--- src/rtl/sfq_pkg.sv ---
package sfq_pkg;
  typedef struct packed {
    logic thr_sel;
    logic uv_low;
    logic uv_high;
    logic ovc;
    logic otemp;
    logic card_gone;
  } mon_t;

  localparam int unsigned MON_W = $bits(mon_t);
endpackage

--- src/rtl/sfq_sync.sv ---
module sfq_sync #(
  parameter int unsigned WIDTH  = 1,
  parameter int unsigned STAGES = 2
) (
  input  logic             clk_i,
  input  logic             rst_ni,
  input  logic [WIDTH-1:0] d_i,
  output logic [WIDTH-1:0] q_o
);
  logic [WIDTH-1:0] stg_q [STAGES];

  for (genvar s = 0; s < STAGES; s++) begin : g_stage
    if (s == 0) begin : g_first
      always_ff @(posedge clk_i or negedge rst_ni) begin
        if (!rst_ni) stg_q[s] <= '0;
        else         stg_q[s] <= d_i;
      end
    end else begin : g_next
      always_ff @(posedge clk_i or negedge rst_ni) begin
        if (!rst_ni) stg_q[s] <= '0;
        else         stg_q[s] <= stg_q[s-1];
      end
    end
  end

  assign q_o = stg_q[STAGES-1];
endmodule

--- src/rtl/sfq_debounce.sv ---
module sfq_debounce #(
  parameter int unsigned DEB_CYC = 1000
) (
  input  logic clk_i,
  input  logic rst_ni,
  input  logic hit_i,
  output logic qual_o
);
  localparam int unsigned CW = $clog2(DEB_CYC + 1);
  localparam logic [CW-1:0] LIMIT = CW'(DEB_CYC - 1);
  localparam logic [CW-1:0] SAT   = CW'(DEB_CYC);

  logic [CW-1:0] cnt_q;

  // count of consecutive earlier hits; any miss restarts from zero
  always_ff @(posedge clk_i or negedge rst_ni) begin
    if (!rst_ni)           cnt_q <= '0;
    else if (!hit_i)       cnt_q <= '0;
    else if (cnt_q != SAT) cnt_q <= cnt_q + 1'b1;
  end

  assign qual_o = hit_i && (cnt_q >= LIMIT);
endmodule

--- src/rtl/supply_fault_qual.sv ---
module supply_fault_qual
  import sfq_pkg::*;
#(
  parameter int unsigned DEB_CYC     = 1000,
  parameter int unsigned SYNC_STAGES = 2
) (
  input  logic clk_i,
  input  logic rst_ni,
  input  logic thr_sel_i,
  input  logic uv_low_i,
  input  logic uv_high_i,
  input  logic ovc_i,
  input  logic otemp_i,
  input  logic card_gone_i,
  input  logic card_active_i,
  output logic fault_req_o,
  output logic fault_n_o
);
  mon_t raw, syn;
  logic [MON_W-1:0] syn_bits;
  logic uvh_hit, uvh_qual, uvl_fault, req_d, ind_d;
  logic req_q, ind_q;

  assign raw = '{thr_sel: thr_sel_i, uv_low: uv_low_i, uv_high: uv_high_i,
                 ovc: ovc_i, otemp: otemp_i, card_gone: card_gone_i};

  sfq_sync #(.WIDTH(MON_W), .STAGES(SYNC_STAGES)) u_sync (
    .clk_i  (clk_i),
    .rst_ni (rst_ni),
    .d_i    (raw),
    .q_o    (syn_bits)
  );
  assign syn = mon_t'(syn_bits);

  assign uvh_hit = syn.uv_high && !syn.thr_sel;

  sfq_debounce #(.DEB_CYC(DEB_CYC)) u_deb (
    .clk_i  (clk_i),
    .rst_ni (rst_ni),
    .hit_i  (uvh_hit),
    .qual_o (uvh_qual)
  );

  assign uvl_fault = syn.uv_low && syn.thr_sel;
  assign ind_d     = syn.ovc || uvl_fault;
  assign req_d     = ind_d || syn.otemp || (syn.card_gone && card_active_i) || uvh_qual;

  always_ff @(posedge clk_i or negedge rst_ni) begin
    if (!rst_ni) begin
      req_q <= 1'b0;
      ind_q <= 1'b0;
    end else begin
      req_q <= req_d;
      ind_q <= ind_d;
    end
  end

  assign fault_req_o = req_q;
  assign fault_n_o   = !ind_q;
endmodule

--- config.mk ---
export PLATFORM = sky130hd
export DESIGN_NAME = supply_fault_qual
export DESIGN_NICKNAME = d
export VERILOG_FILES = /design/src/rtl/sfq_pkg.sv /design/src/rtl/sfq_sync.sv /design/src/rtl/sfq_debounce.sv /design/src/rtl/supply_fault_qual.sv
export SDC_FILE = /design/constraint.sdc
export NUM_CORES = 1
export LEC_CHECK = 0
export ABC_AREA = 0
export BUFFER_PORTS_ARGS = -buffer_cell sky130_fd_sc_hd__buf_2
export CORE_AREA = 4 4 54 56
export CTS_CLUSTER_DIAMETER = 100
export DETAILED_ROUTE_END_ITERATION = 16
export DIE_AREA = 0 0 58 60
export PLACE_DENSITY = 0.63
export SETUP_SLACK_MARGIN = 0.2
export SLEW_MARGIN = 5
export SYNTH_ARGS = -nofsm -noshare
export SYNTH_HDL_FRONTEND = slang
export SYNTH_SLANG_ARGS = --single-unit
--- constraint.sdc ---
create_clock -name clk_i -period 1.5 [get_ports clk_i]
set_clock_uncertainty 0.15 [all_clocks]
set_input_delay 0 -clock clk_i [delete_from_list [all_inputs] [get_ports clk_i]]
set_output_delay 0 -clock clk_i [all_outputs]
set_load 0.03 [all_outputs]
==> reports/qor.yml, run 1 <==
drive_gt1_share_pct: 29.1
gp_congestion: 0.778
gr-total-overflow: 0
status: "complete, but fails checks"
crit_slowest_cell: "dfrtp_1"
synth_top_area_share_pct: 63.9
cts_tree: "done"
period_needed_ns: 1.50
reg2reg_depth: 4
start_util_pct: 38.6
fillers: 220
power_leakage_nw: 0.523
synth_nets: 89
wire_per_inst_um: 13.0
ff2ff_setup_slack_ns: -0.002
p_clk_share_pct: 37.8
maxSlewHeadroom_pct: 64.6
p_int_mw: 0.972
synthToLayoutAreaGrowth_pct: 29.7
yosysSeqAreaShare_pct: 63.9
drc: 0
clkSinkCount: 24
grt_pass1_vias: 724
via_per_inst: 5.20
cts_max_path_buffers: 2
antenna_cells: 0
grt_pass1_wl_um: 3040
ctsRootBufferMaster: "clkbuf_4"
ios: 11
synthCells: 78
num_rows: 18
layout_commonest_cell: "dfrtp_1"
place_hpwl_um: 1160
yosysWarningCount: 0
fmax_mhz: 666
seqPwrFrac_pct: 56.3
timing.critical_path.to_type: "register"
power_density_nw_per_um2: 986
switching_share_pct: 19.1
placedCellCount: 119
layout_common_cells: "dfrtp_1 (21), buf_2 (10), dlygate4sd3_1 (8)"
worstReg2RegStart: "u_deb.cnt_q[1]$_DFFE_PN0P_"
hold_class: "primary input to asynchronous set/reset pin"
synth_area_leaders: "dfrtp_1 (64%), nand2_1 (2.8%), a21oi_1 (2.7%)"
setup_slack_ns: -0.00169
grt_max_degree: 25
critical_path_class: "register to register"
critPathMaxFanout: 4
worst_ep_required_time_ns: 1.59
post-route-period-util_pct: 100
drtIter0Drc: 11
layout.nets: 115
die_w_um: 58
core_um2: 2430
tightest_slew_ns: 0.531
cp_slowest_stage_delay_ns: 0.41
crit_chain: "ha_2, nand4_1, or3_1, a21oi_1"
synth_area_per_cell_um2: 12.0
clk-insertion-delay-late_ns: 0.31
fp.dieH_um: 60
antenna_found_initial: 0
cp.arrival_ns: 1.59
track_usage_pct: 12.1
p_switching_mw: 0.230
post-route-util_pct: 50.1
cap_violations: 0
rsz0062_at_grt: "true"
synth_area_um2: 940
ys_types: 29
ys_ff_latch: 24
cts_inserted_buffers: 3
wirelength_um: 1730
final_max_slew_viol_count: 0
vdd_drop_max_uv: 680
port_buffers: 10
setup_violations: 1
firstDrtPassIters: 4
htreeDepth: 1
cp-start-kind: "register"
vias: 691
design.die.area_um2: 3480
clkTransAtPathRegs_ns: 0.13
r2r-end: "u_deb.cnt_q[6]$_DFFE_PN0P_"
combPwrFrac_pct: 5.9
postRouteAntennaNets: 0
violations: "negative setup slack"
synth_area_leader_cell: "dfrtp_1"
final_cells: 133
crit_start: "u_deb.cnt_q[1]$_DFFE_PN0P_"
hold_violations: 0
holdWs_ns: 0.0318
critical path: cells and delay by family, from the launching register on:
family / cells / cell delay [ns]
AND/OR/NAND/NOR: 2 / 0.48
flip-flops: 1 / 0.41
adder cells (fa/ha/maj): 1 / 0.23
AO/OA/AOI/OAI: 1 / 0.17
layer usage:
metal	share of wire, %	GRT usage [%]
met5	0	0
met4	0.58	4.64
met3	5.2	3.89
met2	54	22.7
met1	40	12.3
what timing repair did:
item / CTS / global route
pin swaps: 4 / 2
resized for setup: 6 / 3
hold buffers: 8 / 0
buffers inserted: 2 / 0
hold endpoints to repair: 31 / 0
endpoints found under the setup margin: 9 / 9
cloned: 0 / 0
final cells by class:
| class | count | area [um^2] | area share [%] |
|---|---|---|---|
| multi-input combinational | 48 | 345 | 28.3 |
| tap | 30 | 37.5 | 3.08 |
| sequential | 24 | 604 | 49.6 |
| clock inverter | 1 | 30.0 | 2.46 |
| inverter | 5 | 18.8 | 1.54 |
| clock buffer | 3 | 22.5 | 1.85 |
| timing repair buffer | 22 | 160 | 13.1 |
synthesized netlist by cell type:
cell / n
a31oi_1: 1
nor2b_1: 1
and4bb_1: 1
nand3_1: 4
o31ai_1: 2
a311o_1: 1
nand4_1: 3
a211o_1: 1
nand2_2: 1
o21ai_0: 2
mux2i_1: 2
inv_1: 5
or2b_2: 1
o21a_1: 1
nor2_1: 2
or3_1: 2
a211oi_1: 1
clkbuf_2: 1
xnor2_1: 1
and4_2: 1
ha_1: 2
and3_1: 1
xor2_1: 1
or4_1: 2
dfrtp_1: 24
a21oi_1: 5
a21o_1: 1
nor3_1: 1
nand2_1: 7
how the worst max path moves through the flow:
stage	slack, ns	endpoint
after CTS	-0.02	u_deb.cnt_q[6]$_DFFE_PN0P_
after floorplan	0.10	u_deb.cnt_q[2]$_DFFE_PN0P_
after global placement	0.05	u_deb.cnt_q[2]$_DFFE_PN0P_
after detailed placement	-0.02	u_deb.cnt_q[6]$_DFFE_PN0P_
final	-0.002	u_deb.cnt_q[6]$_DFFE_PN0P_
after global routing	-0.09	u_deb.cnt_q[6]$_DFFE_PN0P_
power groups by stage:
stage	clock network, mW	registers (mW)	logic (mW)
floorplan	0	0.690	0.0190
global placement	0	0.688	0.0509
detailed placement	0	0.690	0.0518
CTS	0.473	0.677	0.0717
global route	0.507	0.680	0.0815
finish	0.455	0.676	0.0708
through the flow:
step | setup TNS [ns] | setup WS (ns) | total power [mW] | instance area (um^2)
2_1_floorplan | 0 | 0.103 | 0.709 | 942
3_3_place_gp | 0 | 0.0494 | 0.739 | 1040
3_5_place_dp | -0.0183 | -0.0183 | 0.742 | 1040
4_1_cts | -0.0477 | -0.0240 | 1.22 | 1210
5_1_grt | -0.320 | -0.0852 | 1.27 | 1220
6_report | -0.00169 | -0.00169 | 1.20 | 1220
logic make-up after synthesis:
family          Yosys count  synth area share, %
xor+xnor                  2                 1.86
simple gates             27                 16.5
fa+ha+maj                 2                 2.66
flops                    24                 63.9
buf+inv                   6                 2.53
compound gates           15                 10.4
mux                       2                 2.13
flip-flops by register name, indices dropped and copies added (netlist names):
name and count:
ind_q 1, u_deb.cnt_q 10, u_sync.q_o 6, u_sync.stg_q 6, fault_req_o 1
(Power assumes the default switching activity.)
==> run 2, diff against run 1 <==
SKIP_CTS_REPAIR_TIMING = 1   (was unset)
==> reports/qor.yml, run 2 (synthesis gave the netlist of run 1 again) <==
cp-start-kind: "register"
drc: 0  # unchanged
hold_violations: 0  # unchanged
htreeDepth: 1  # unchanged
rsz0062_at_grt: "true"
setup_violations: 2  # +1
final_max_slew_viol_count: 0  # unchanged
layout.nets: 116  # +0.87%
start_util_pct: 38.6  # unchanged
largest_reg_flops: 10  # unchanged
layout_commonest_cell: "dfrtp_1"
grt_pass1_vias: 636  # -12%
wire_per_inst_um: 12.9  # -0.52%
cap_violations: 0  # unchanged
power_density_nw_per_um2: 978  # -0.80%
drtIter0Drc: 10  # -1
worst_ep_required_time_ns: 1.60  # about the same
layout_common_cells: "dfrtp_1 (21), buf_2 (10), dlygate4sd3_1 (8)"
antenna_cells: 0  # unchanged
fp.dieH_um: 60  # unchanged
r2r-end: "u_deb.cnt_q[6]$_DFFE_PN0P_"
wirelength_um: 1730  # +0.23%
multiInputGateArea_um2: 352  # +1.8%
fmax_mhz: 637  # -4.3%
dr_wl_met2_um: 912  # -3.1%
firstDrtPassIters: 4  # unchanged
clkTransAtPathRegs_ns: 0.13  # about the same
fillers: 216  # -1.8%
design.die.area_um2: 3480  # unchanged
wl_met3_um: 75  # -16%
cts_inserted_buffers: 3  # unchanged
ff2ff_setup_slack_ns: -0.07  # -0.07 ns
crit_end: "u_deb.cnt_q[6]$_DFFE_PN0P_"
cp.arrival_ns: 1.67  # +0.08 ns
reg2reg_depth: 5  # +1
timing.critical_path.to_type: "register"
track_usage_pct: 10.6  # -1.4 points
setup_slack_ns: -0.0697  # -0.0681 ns
cts_max_path_buffers: 2  # unchanged
violations: "negative setup slack"
postRouteAntennaNets: 0  # unchanged
critical_path_class: "register to register"
hold_class: "primary input to asynchronous set/reset pin"
worstReg2RegStart: "u_deb.cnt_q[1]$_DFFE_PN0P_"
num_rows: 18  # unchanged
gp_congestion: 0.778  # unchanged
synthToLayoutAreaGrowth_pct: 31.2
via_per_inst: 5.17  # -0.46%
clk-insertion-delay-late_ns: 0.31  # about the same
place_hpwl_um: 1160  # unchanged
critPathMaxFanout: 4  # unchanged
vias: 693  # +0.29%
final_cells: 134  # +0.75%
status: "complete, but fails checks"
final.setup.tns_ns: -0.127  # -0.125 ns
port_buffers: 10  # unchanged
wl_met1_um: 734  # +7.0%
gr-total-overflow: 0  # unchanged
cts_tree: "done"
core_um2: 2430  # unchanged
holdWs_ns: 0.0249  # -0.00690 ns
grt_pass1_wl_um: 2660  # -12%
tightest_slew_ns: 0.520  # -0.0117 ns
drive_gt1_share_pct: 29.8  # +0.68 points
dp_slack_ns: -0.0183  # unchanged
crit_start: "u_deb.cnt_q[1]$_DFFE_PN0P_"
power_leakage_nw: 0.530  # +1.3%
maxSlewHeadroom_pct: 65.3  # +0.78 points
post-route-util_pct: 50.7  # +0.57 points
die_w_um: 58  # unchanged
post-route-period-util_pct: 105  # +4.5 points
top_register: "u_deb.cnt_q"
ios: 11  # unchanged
period_needed_ns: 1.57  # +0.0681 ns
seq_area_um2: 604  # unchanged
clkSinkCount: 24  # unchanged
maxUsedRoutingLayer: "met4"
stdcell_area_um2: 1230  # +1.1%
grt_max_degree: 25  # unchanged
vdd_drop_max_uv: 680  # about the same
ctsRootBufferMaster: "clkbuf_4"
p_total_mw: 1.21  # +0.32%
placed_area_um2: 1040  # unchanged
antenna_found_initial: 0  # unchanged
placedCellCount: 119  # unchanged
==> run 2: cell count changes in the layout (fill, tap and decap cells not counted), sizes merged <==
cell,previous run,this run
buf,14,15
==> run 2: worst min-delay path by stage <==
stage,start,end,cells past startpoint
finish,rst_ni,u_deb.cnt_q[3]$_DFFE_PN0P_,2
global route,rst_ni,u_deb.cnt_q[6]$_DFFE_PN0P_,2
CTS,rst_ni,u_deb.cnt_q[0]$_DFFE_PN0P_,1
detailed placement,rst_ni,u_deb.cnt_q[3]$_DFFE_PN0P_,1
global placement,rst_ni,u_deb.cnt_q[3]$_DFFE_PN0P_,1
floorplan,rst_ni,fault_req_o$_DFF_PN0_,0
==> run 2: layout make-up <==
class / instances / area share (%)
Clock inverter: 1 / 2.44
Tap cell: 30 / 3.05
Multi-Input combinational cell: 48 / 28.5
Timing Repair Buffer: 23 / 13.6
Sequential cell: 24 / 49.0
Clock buffer: 3 / 1.83
Inverter: 5 / 1.52
==> run 2: report_power, final <==
part	switching (mW)	total (mW)	internal [mW]	leakage (nW)
combinational	0.0384	0.0726	0.0342	0.208
sequential	0.00911	0.678	0.669	0.294
clock	0.186	0.456	0.270	0.0279
total	0.233	1.21	0.973	0.530
==> run 2: critical path, cell delays in order, from the launching register on <==
cell	delay (ns)
dfrtp_1	0.40
buf_4	0.14
ha_4	0.15
nand4_1	0.16
or3_1	0.36
a21oi_2	0.15
==> run 2: per-layer routing <==
layer  track usage [%]  vias up
li1                  -      328
met1              10.8      346
met2              19.7       17
met3              4.10        2
met4              3.97        0
met5                 0        -
==> run 3, diff against run 2 <==
CORE_AREA = 4 4 49 51   (was 4 4 54 56)
CTS_CLUSTER_DIAMETER = 50   (was 100)
DIE_AREA = 0 0 53 55   (was 0 0 58 60)
PLACE_DENSITY = 0.75   (was 0.63)
==> reports/qor.yml, run 3 (synthesis gave the netlist of run 1 again) <==
setup_violations: 0  # -2
final_max_slew_viol_count: 0  # unchanged
critPathMaxFanout: 5  # +1
via_per_inst: 5.12  # -0.94%
clkSinkCount: 24  # unchanged
placedCellCount: 115  # -3.4%
cp.arrival_ns: 1.59  # -0.08 ns
hold_class: "primary input to asynchronous set/reset pin"
layout.nets: 115  # -0.86%
setup_slack_ns: 0.00738  # +0.0771 ns
grt_util_met3_pct: 2.41  # -1.7 points
antenna_cells: 0  # unchanged
fp.dieH_um: 55  # -8.3%
gr-total-overflow: 0  # unchanged
tightest_slew_ns: 0.513  # -0.00695 ns
combPwrFrac_pct: 5.9  # about the same
timing.critical_path.to_type: "register"
core_um2: 1940  # -20%
p_int_mw: 0.972  # about the same
grt_max_degree: 25  # unchanged
cap_violations: 0  # unchanged
die_w_um: 53  # -8.6%
layout_commonest_cell: "dfrtp_1"
final_cells: 130  # -3.0%
place_hpwl_um: 1130  # -3.2%
firstDrtPassIters: 4  # unchanged
drive_gt1_share_pct: 29.1  # -0.68 points
design.die.area_um2: 2920  # -16%
ios: 11  # unchanged
grt_pass1_wl_um: 2370  # -11%
ctsRootBufferMaster: "clkbuf_4"
busiest_layer: "met2"
track_usage_pct: 11.6  # +1.0 points
p_switching_mw: 0.233  # -0.15%
gp_congestion: 0.833  # +7.2%
switching_share_pct: 19.3  # about the same
status: "completed"
holdWs_ns: 0.0215  # -0.00341 ns
period_needed_ns: 1.49  # -0.0771 ns
num_rows: 16  # -2
fillers: 150  # -31%
fmax_mhz: 670  # +5.2%
worst_ep_required_time_ns: 1.59  # about the same
gr-usage-met1_pct: 13.1  # +2.4 points
wirelength_um: 1670  # -3.8%
cp_slowest_stage_delay_ns: 0.44  # +0.04 ns
seqPwrFrac_pct: 56.4  # +0.2 points
power_density_nw_per_um2: 991  # +1.2%
maxSlewHeadroom_pct: 65.8  # +0.46 points
post-route-period-util_pct: 99.5  # -5.1 points
hold_violations: 0  # unchanged
largest_reg_flops: 10  # unchanged
dp_slack_ns: 0.00613  # +0.0244 ns
cp-start-kind: "register"
synthToLayoutAreaGrowth_pct: 29.4
wire_per_inst_um: 12.8  # -0.79%
vdd_drop_max_uv: 645  # -5.1%
postRouteAntennaNets: 0  # unchanged
rsz0062_at_grt: "true"
clkTransAtPathRegs_ns: 0.12  # about the same
clk-insertion-delay-late_ns: 0.31  # about the same
power_leakage_nw: 0.524  # -1.2%
critical_path_class: "register to register"
cts_inserted_buffers: 3  # unchanged
crit_slowest_cell: "dfrtp_2"
crit_buf_inv: 1  # unchanged
cts_tree: "done"
layout_common_cells: "dfrtp_1 (19), buf_2 (10), dlygate4sd3_1 (8)"
antenna_found_initial: 0  # unchanged
met2_usage_pct: 20.7  # +0.98 points
top_register: "u_deb.cnt_q"
p_clk_share_pct: 37.7  # about the same
crit_family: "flip-flops"
drtIter0Drc: 7  # -3
htreeDepth: 1  # unchanged
start_util_pct: 48.4  # +9.8 points
crit_chain: "inv_2, ha_4, and4bb_1, a311o_1, a21oi_1"
grt_pass1_vias: 569  # -11%
vias: 666  # -3.9%
cts_max_path_buffers: 2  # unchanged
drc: 0  # unchanged
port_buffers: 10  # unchanged
==> run 3: cell types whose count changed in the layout (fill, tap and decap cells not counted) <==
cell	change
a21oi_1	+3
a21oi_2	-3
buf_4	-2
buf_6	+1
dfrtp_1	-2
dfrtp_2	+2
inv_1	-1
inv_2	+1
==> run 3: through the flow <==
stage / setup TNS (ns) / total power, mW / util, % / cell area (um^2)
floorplan: 0 / 0.709 / - / 942
CTS: -0.0179 / 1.20 / 55.7 / 1080
finish: 0 / 1.20 / 62.6 / 1220
global placement: 0 / 0.738 / 53.0 / 1030
global route: -0.0831 / 1.26 / 62.6 / 1220
detailed placement: 0 / 0.742 / 53.0 / 1030
==> run 3: final timing paths <==
kind	endpoint	depth (start not counted)	start	slack, ns
worst max-delay path	u_deb.cnt_q[2]$_DFFE_PN0P_	5	u_deb.cnt_q[0]$_DFFE_PN0P_	0.007
worst min-delay path	u_deb.cnt_q[8]$_DFFE_PN0P_	2	rst_ni	0.02
worst max register to register	u_deb.cnt_q[2]$_DFFE_PN0P_	5	u_deb.cnt_q[0]$_DFFE_PN0P_	0.007
worst min register to register	u_sync.q_o[1]$_DFF_PN0_	0	u_sync.stg_q[7]$_DFF_PN0_	0.21
max in group asynchronous	u_deb.cnt_q[3]$_DFFE_PN0P_	2	rst_ni	0.80
min in group clk_i	u_sync.stg_q[9]$_DFF_PN0_	2	uv_high_i	0.17
==> run 3: worst register-to-register path, delay by kind of cell, from the launching register on <==
kind                       cells  cell delay, ns
AOI/OAI and AO/OA              2            0.42
adders and majority gates      1            0.15
and+or+nand+nor                1            0.19
DFF                            1            0.44
buffers and inverters          1            0.07
==> run 3: metal layers <==
metal,share of wire (%),vias up,routed length [um]
met5,0,-,0
met4,1.1,0,19
met3,2.8,2,47
met2,53,10,889
met1,43,324,710
li1,-,330,-
==> run 3: final cells by class <==
type                       count  area (um^2)  share of cell area, %
sequential                    24          607                   49.9
multi-input combinational     48          340                   28.0
timing repair buffer          22          164                   13.5
tap                           27         33.8                   2.78
clock inverter                 1         30.0                   2.47
clock buffer                   3         22.5                   1.85
inverter                       5         18.8                   1.54
==> run 3: power groups by stage <==
stage / clock network, mW / registers [mW] / logic, mW
after global placement: 0 / 0.688 / 0.0494
after floorplan: 0 / 0.690 / 0.0190
final: 0.454 / 0.679 / 0.0711
after global routing: 0.496 / 0.682 / 0.0812
after CTS: 0.468 / 0.678 / 0.0524
after detailed placement: 0 / 0.690 / 0.0522
